==> config.mk <==
export PLATFORM = sky130hd
export DESIGN_NAME = chirp_seq
export DESIGN_NICKNAME = d
export VERILOG_FILES = /design/src/rtl/chirp_seq_pkg.sv /design/src/rtl/chirp_seq_table.sv /design/src/rtl/chirp_seq_timer.sv /design/src/rtl/chirp_seq_integ.sv /design/src/rtl/chirp_seq.sv
export SDC_FILE = /design/constraint.sdc
export NUM_CORES = 2
export LEC_CHECK = 0
export ABC_AREA = 0
export BUFFER_PORTS_ARGS = -buffer_cell sky130_fd_sc_hd__buf_2
export CORE_MARGIN = 2
export CORE_UTILIZATION = 25
export CTS_BUF_LIST = sky130_fd_sc_hd__clkbuf_4 sky130_fd_sc_hd__clkbuf_8
export CTS_CLUSTER_DIAMETER = 50
export DETAILED_ROUTE_END_ITERATION = 8
export GPL_TIMING_DRIVEN = 0
export HOLD_SLACK_MARGIN = 0.15
export SETUP_SLACK_MARGIN = 0.4
export SLEW_MARGIN = 40
export SYNTH_ARGS = -nofsm -noshare
export SYNTH_HDL_FRONTEND = slang
export SYNTH_SLANG_ARGS = --single-unit
==> constraint.sdc <==
create_clock -name clk -period 20.1 [get_ports clk]
set_clock_uncertainty 0.15 [all_clocks]
set_input_delay 2.01 -clock clk [delete_from_list [all_inputs] [get_ports clk]]
set_output_delay 2.01 -clock clk [all_outputs]
set_load 0.02 [all_outputs]
==> src/rtl/chirp_seq_pkg.sv <==
package chirp_seq_pkg;

    localparam int unsigned SEQ_INC_W   = 24;
    localparam int unsigned SEQ_DWELL_W = 16;
    localparam int unsigned SEQ_STEPS_W = 16;

    typedef enum logic [1:0] {
        SEG_UP    = 2'd0,
        SEG_DOWN  = 2'd1,
        SEG_HOLD  = 2'd2,
        SEG_RESET = 2'd3
    } seg_mode_e;

    typedef struct packed {
        seg_mode_e                mode;
        logic [SEQ_INC_W-1:0]     incr;
        logic [SEQ_DWELL_W-1:0]   dwell;
        logic [SEQ_STEPS_W-1:0]   steps;
    } seg_entry_t;

endpackage

==> src/rtl/chirp_seq_table.sv <==
module chirp_seq_table
    import chirp_seq_pkg::*;
#(
    parameter int unsigned N_SEG = 32,
    localparam int unsigned IDX_W = $clog2(N_SEG)
) (
    input  logic             clk,
    input  logic             rst_n,
    input  logic             busy,
    input  logic             wr_en,
    input  logic [IDX_W-1:0] wr_idx,
    input  seg_entry_t       wr_entry,
    input  logic [IDX_W-1:0] rd_idx,
    output seg_entry_t       rd_entry,
    output logic             wr_err
);

    localparam logic [IDX_W:0] NSEG_V = (IDX_W+1)'(N_SEG);

    seg_entry_t ent_d [N_SEG];
    seg_entry_t ent_q [N_SEG];
    logic       err_d, err_q;
    logic       wr_ok;

    always_comb begin
        wr_ok = wr_en && !busy && ({1'b0, wr_idx} < NSEG_V);
        err_d = err_q | (wr_en & busy);
        for (int i = 0; i < int'(N_SEG); i++) begin
            ent_d[i] = ent_q[i];
            if (wr_ok && (int'(wr_idx) == i)) begin
                ent_d[i] = wr_entry;
            end
        end
    end

    always_ff @(posedge clk or negedge rst_n) begin
        if (!rst_n) begin
            for (int i = 0; i < int'(N_SEG); i++) begin
                ent_q[i] <= '0;
            end
            err_q <= 1'b0;
        end else begin
            for (int i = 0; i < int'(N_SEG); i++) begin
                ent_q[i] <= ent_d[i];
            end
            err_q <= err_d;
        end
    end

    assign rd_entry = ent_q[rd_idx];
    assign wr_err   = err_q;

endmodule

==> src/rtl/chirp_seq_timer.sv <==
module chirp_seq_timer #(
    parameter int unsigned DWELL_W = 16,
    parameter int unsigned STEPS_W = 16
) (
    input  logic               clk,
    input  logic               rst_n,
    input  logic               clear,
    input  logic [DWELL_W-1:0] dwell,
    input  logic [STEPS_W-1:0] steps,
    output logic               tick,
    output logic               seg_end
);

    typedef struct packed {
        logic [DWELL_W-1:0] dwell_cnt;
        logic [STEPS_W-1:0] step_cnt;
    } tmr_t;

    tmr_t               st_d, st_q;
    logic [DWELL_W-1:0] dwell_lim;
    logic [STEPS_W-1:0] steps_lim;

    always_comb begin
        dwell_lim = (dwell == '0) ? '0 : dwell - DWELL_W'(1);
        steps_lim = (steps == '0) ? '0 : steps - STEPS_W'(1);
        tick      = !clear && (st_q.dwell_cnt >= dwell_lim);
        seg_end   = tick && (st_q.step_cnt >= steps_lim);
        st_d      = st_q;
        if (clear) begin
            st_d = '0;
        end else if (tick) begin
            st_d.dwell_cnt = '0;
            st_d.step_cnt  = seg_end ? '0 : st_q.step_cnt + STEPS_W'(1);
        end else begin
            st_d.dwell_cnt = st_q.dwell_cnt + DWELL_W'(1);
        end
    end

    always_ff @(posedge clk or negedge rst_n) begin
        if (!rst_n) st_q <= '0;
        else        st_q <= st_d;
    end

endmodule

==> src/rtl/chirp_seq_integ.sv <==
module chirp_seq_integ
    import chirp_seq_pkg::*;
#(
    parameter int unsigned FCW_W = 32,
    parameter int unsigned INC_W = 24
) (
    input  logic             clk,
    input  logic             rst_n,
    input  logic             load,
    input  logic [FCW_W-1:0] init,
    input  logic             tick,
    input  seg_mode_e        mode,
    input  logic [INC_W-1:0] incr,
    output logic [FCW_W-1:0] fcw
);

    logic [FCW_W-1:0] acc_d, acc_q;
    logic [FCW_W-1:0] inc_ext;

    always_comb begin
        inc_ext = {{(FCW_W-INC_W){incr[INC_W-1]}}, incr};
        acc_d   = acc_q;
        if (load) begin
            acc_d = init;
        end else if (tick) begin
            case (mode)
                SEG_UP:    acc_d = acc_q + inc_ext;
                SEG_DOWN:  acc_d = acc_q - inc_ext;
                SEG_HOLD:  acc_d = acc_q;
                SEG_RESET: acc_d = init;
                default:   acc_d = acc_q;
            endcase
        end
    end

    always_ff @(posedge clk or negedge rst_n) begin
        if (!rst_n) acc_q <= '0;
        else        acc_q <= acc_d;
    end

    assign fcw = acc_q;

endmodule

==> src/rtl/chirp_seq.sv <==
module chirp_seq
    import chirp_seq_pkg::*;
#(
    parameter int unsigned N_SEG = 32,
    parameter int unsigned FCW_W = 32,
    localparam int unsigned IDX_W = $clog2(N_SEG)
) (
    input  logic                   clk,
    input  logic                   rst_n,
    input  logic [FCW_W-1:0]       f_init,
    input  logic [IDX_W:0]         seg_count,
    input  logic                   start_cmd,
    input  logic                   stop_cmd,
    input  logic                   tbl_we,
    input  logic [IDX_W-1:0]       tbl_idx,
    input  logic [1:0]             tbl_mode,
    input  logic [SEQ_INC_W-1:0]   tbl_incr,
    input  logic [SEQ_DWELL_W-1:0] tbl_dwell,
    input  logic [SEQ_STEPS_W-1:0] tbl_steps,
    output logic [FCW_W-1:0]       fcw,
    output logic                   seg_start,
    output logic [IDX_W-1:0]       seg_idx,
    output logic                   running,
    output logic                   wr_err
);

    localparam logic [IDX_W:0] NSEG_V = (IDX_W+1)'(N_SEG);

    typedef struct packed {
        logic             run;
        logic [IDX_W-1:0] idx;
        logic [IDX_W-1:0] last;
        logic             seg_start;
    } ctl_t;

    ctl_t       ctl_d, ctl_q;
    seg_entry_t wr_entry, cur;
    logic       tmr_clear, tmr_tick, tmr_end;
    logic       integ_load, integ_tick;
    logic       go;

    assign wr_entry = '{mode: seg_mode_e'(tbl_mode), incr: tbl_incr,
                        dwell: tbl_dwell, steps: tbl_steps};

    chirp_seq_table #(.N_SEG(N_SEG)) u_table (
        .clk      (clk),
        .rst_n    (rst_n),
        .busy     (ctl_q.run),
        .wr_en    (tbl_we),
        .wr_idx   (tbl_idx),
        .wr_entry (wr_entry),
        .rd_idx   (ctl_q.idx),
        .rd_entry (cur),
        .wr_err   (wr_err)
    );

    chirp_seq_timer #(.DWELL_W(SEQ_DWELL_W), .STEPS_W(SEQ_STEPS_W)) u_timer (
        .clk     (clk),
        .rst_n   (rst_n),
        .clear   (tmr_clear),
        .dwell   (cur.dwell),
        .steps   (cur.steps),
        .tick    (tmr_tick),
        .seg_end (tmr_end)
    );

    chirp_seq_integ #(.FCW_W(FCW_W), .INC_W(SEQ_INC_W)) u_integ (
        .clk   (clk),
        .rst_n (rst_n),
        .load  (integ_load),
        .init  (f_init),
        .tick  (integ_tick),
        .mode  (cur.mode),
        .incr  (cur.incr),
        .fcw   (fcw)
    );

    always_comb begin
        go         = !ctl_q.run && start_cmd && !stop_cmd;
        tmr_clear  = !ctl_q.run || stop_cmd;
        integ_load = !ctl_q.run || stop_cmd;
        integ_tick = tmr_tick && ctl_q.run && !stop_cmd;

        ctl_d           = ctl_q;
        ctl_d.seg_start = 1'b0;
        if (stop_cmd) begin
            ctl_d.run = 1'b0;
            ctl_d.idx = '0;
        end else if (go) begin
            ctl_d.run       = 1'b1;
            ctl_d.idx       = '0;
            ctl_d.seg_start = 1'b1;
            if (seg_count == '0)          ctl_d.last = '0;
            else if (seg_count > NSEG_V)  ctl_d.last = IDX_W'(N_SEG - 1);
            else                          ctl_d.last = IDX_W'(seg_count - 1'b1);
        end else if (ctl_q.run && tmr_end) begin
            ctl_d.idx       = (ctl_q.idx == ctl_q.last) ? '0 : ctl_q.idx + 1'b1;
            ctl_d.seg_start = 1'b1;
        end
    end

    always_ff @(posedge clk or negedge rst_n) begin
        if (!rst_n) ctl_q <= '0;
        else        ctl_q <= ctl_d;
    end

    assign seg_start = ctl_q.seg_start;
    assign seg_idx   = ctl_q.idx;
    assign running   = ctl_q.run;

endmodule

==> impl_metrics.csv <==
group,metric,value,unit
die,pin_count,146,
synthesis,synth_seq_cells,1933,
timing,tightest_slew,1.02,ns
timing,timing.slew.headroom,0.319,
synthesis,avgSynthCellArea,14.5,um2
clock_tree,cts.repair.resized,0,
clock_tree,postCtsSetupBuffers,0,
die,die_area,0.370,mm2
clock_tree,ctsRootBufferMaster,"clkbuf_8",
synthesis,synth_flop_cell,"dfrtp_1",
synthesis,yosys.area.top_type_share,0.530,
die,die_x,608,um
synthesis,synth_warnings,0,
placement,dp_hpwl,227,mm
clock_tree,clkLatencyLatePin,0.95,ns
timing,clock.fmax,0.102,GHz
die,start_util,0.251,
setup_path,cp_slowest_cell,"buf_2",
clock_tree,cts.clk_slew.worst_paths,0.06,ns
route,totalWireLength,332,mm
grt,overflow,0,
synthesis,yosys-top-cells-area,"dfrtp_1 53%, mux2_2 23%, mux4_2 8.2%",
synthesis,syn-cell-area,0.0913,mm2
placement,port_buffers,141,
timing,fin_setup_tns,0,ns
clock_tree,numCtsBuffers,344,
synthesis,yosysSeqAreaShare,0.530,
final_layout,final_nets,7022,
timing,timing.final.max_slew_violations,0,
power_and_ir_drop,p_per_area,105,mW/mm2
final_layout,drive_above_1_share,0.479,
setup_path,cp_max_fo,10,
clock_tree,cts_sinks,1933,
route,dr.pass1.iters,8,
setup_path,cp_common_cell,"buf_2",
clock_tree,clockBufferDepth,4,
placement,dp_cells,11290,
die,die_h,608,um
timing,period_share,0.490,
synthesis,syn_inst,6290,
synthesis,ys_async_sr_fraction,1.00,
synthesis,synth_nets,6470,
grt,grt_usage,0.175,
setup_path,end_kind,"flop",
placement,place_congestion,0.908,
die,row_count,221,
min_path,hp-class,"reg -> reg",
grt,grt_pass1_vias,64029,
final_layout,areaGrowthSynthToFinish,17.7,%
placement,dpl_worst_slack,10.33,ns
timing,setup_slack,10.25,ns
synthesis,synth-edff-count,0,
route,antenna_left,0,
route,viasPerCell,5.09,
final_layout,utilization,0.296,
setup_path,cp-start-kind,"flop",
timing,hold_viol_final,0,
synthesis,yosys.area.top_type,"dfrtp_1",
setup_path,crit_required,20.63,ns
power_and_ir_drop,p_leak,0.0476,uW
clock_tree,h-tree-depth,5,
clock_tree,tritoncts,"done",
power_and_ir_drop,max-vdd-ir-drop,47.5,uV
route,wire_per_inst,27.9,um
route,routed-via-count,60583,
grt,grt_max_degree,112,
route,drt_drc_violations_left,0,
timing,finalCriticalPeriod,9.85,ns
die,core_area,0.363,mm2
timing,setup_viol,0,
flow_run,maxCapViolCount,0,
final_layout,final_cells,11903,
synthesis,synth.distinct_cells,82,
setup_path,critical-path-max-stage-delay,0.57,ns
grt,grt_first_pass_wirelength,471,mm
grt,antenna_found_initial,68,
clock_tree,holdBufCountCts,0,
timing,rsz0062_at_grt,"false",
run_status,status,"complete, no violations",
setup_path,criticalPathCategory,"reg -> reg",
route,dr.first_iter.drc_count,5686,
setup_path,critPathArrivalTime,10.38,ns
final_layout,nFillCells,36050,
[placed cells by master (no fill, tap or decap), types with 20 or more instances in the layout]
cell / Yosys / final
dfrtp_1: 1933 / 1933
mux2_2: 1866 / 1866
clkbuf_8: 0 / 429
mux2i_1: 349 / 347
mux4_2: 333 / 333
buf_2: 61 / 306
clkbuf_1: 352 / 216
clkbuf_2: 1 / 139
nand2_1: 132 / 131
clkbuf_4: 0 / 113
a22oi_1: 98 / 98
nor2_1: 96 / 92
a21oi_1: 93 / 90
o221ai_1: 80 / 80
o21ai_0: 80 / 79
nand3_1: 79 / 78
ha_1: 73 / 73
buf_16: 0 / 57
xnor2_1: 56 / 56
a21o_1: 37 / 37
xor2_1: 36 / 36
inv_1: 33 / 33
buf_6: 31 / 31
o22ai_1: 30 / 30
and3_1: 23 / 23
buf_4: 22 / 22
nand4_1: 22 / 22
clkinv_2: 0 / 22
diode_2: 0 / 21
nor3_1: 22 / 20
[through the flow]
stage / hold slack, ns / area, um2 / total power (uW)
5_1_grt: 0.336 / 107000 / 11800
6_report: 0.307 / 107000 / 11300
3_5_place_dp: 0.297 / 100000 / 7410
3_3_place_gp: 0.293 / 98000 / 7280
4_1_cts: 0.310 / 107000 / 11300
2_1_floorplan: 0.318 / 91300 / 6590
[routing by layer]
layer,global-route usage,wire (um),vias to the layer above
met2,0.282,156000,2639
met3,0.0401,24300,881
li1,-,-,24499
met1,0.217,133000,32550
met4,0.0960,19000,14
met5,0,96,-
[area by class of cell]
type,count,area [um2],area share
Antenna cell,21,52.6,0.000489
Buffer,580,2900,0.0270
Clock buffer,542,6750,0.0629
Clock inverter,50,532,0.00495
Inverter,34,128,0.00119
Multi-Input combinational cell,3743,40300,0.375
Sequential cell,1933,48400,0.450
Tap cell,4794,6000,0.0558
Timing Repair Buffer,206,2420,0.0225
[Yosys cell counts, drive strengths merged (17+ instances only)]
master	instances
o221ai	80
and2	17
a211oi	18
inv	34
nand3	79
ha	73
a22oi	98
nor3	24
mux4	347
and3	23
a21oi	94
o21ai	90
nand2b	18
buf	227
mux2i	351
nand2	132
mux2	1866
nor2	96
a21o	37
dfrtp	1933
nand4	23
clkbuf	353
o22ai	30
xnor2	56
xor2	36
[critical path, delay by kind of cell, from the launching register on]
kind	cells	cell delay, ns
buffers and inverters	11	4.51
AOI/OAI and AO/OA	9	2.72
and+or+nand+nor	6	1.12
adders and majority gates	2	0.59
DFF	1	0.39
[flip-flops by register name, indices dropped and copies added (netlist names)]
signal          flops
running             1
u_timer.st_q       32
seg_idx             5
u_integ.fcw        32
ctl_q               5
u_table.ent_q    1856
seg_start           1
u_table.wr_err      1
[power by group]
part,internal (uW),switching (uW),leakage (uW)
Clock,2230,1700,0.00387
Sequential,4540,354,0.0253
Combinational,1220,1250,0.0185
Total,7990,3300,0.0476
[cell families after synthesis]
group,synth area share
compound gates,0.0392
xor+xnor,0.00883
fa+ha+maj,0.0103
buf+inv,0.0298
flops,0.530
mux,0.355
simple gates,0.0271
[path summary, 6_finish.rpt]
check	cells after the start	from	slack, ns	end
min in group asynchronous	1	rst_n	0.80	u_table.ent_q[911]$_DFFE_PN0P_
max reg2reg	28	seg_idx[2]$_DFFE_PN0P_	10.25	seg_idx[2]$_DFFE_PN0P_
min	1	u_table.wr_err$_DFF_PN0_	0.31	u_table.wr_err$_DFF_PN0_
max	28	seg_idx[2]$_DFFE_PN0P_	10.25	seg_idx[2]$_DFFE_PN0P_
min reg2reg	1	u_table.wr_err$_DFF_PN0_	0.31	u_table.wr_err$_DFF_PN0_
max in group asynchronous	6	rst_n	16.03	u_table.ent_q[1820]$_DFFE_PN0P_
Power figures use the tool's default switching activity.
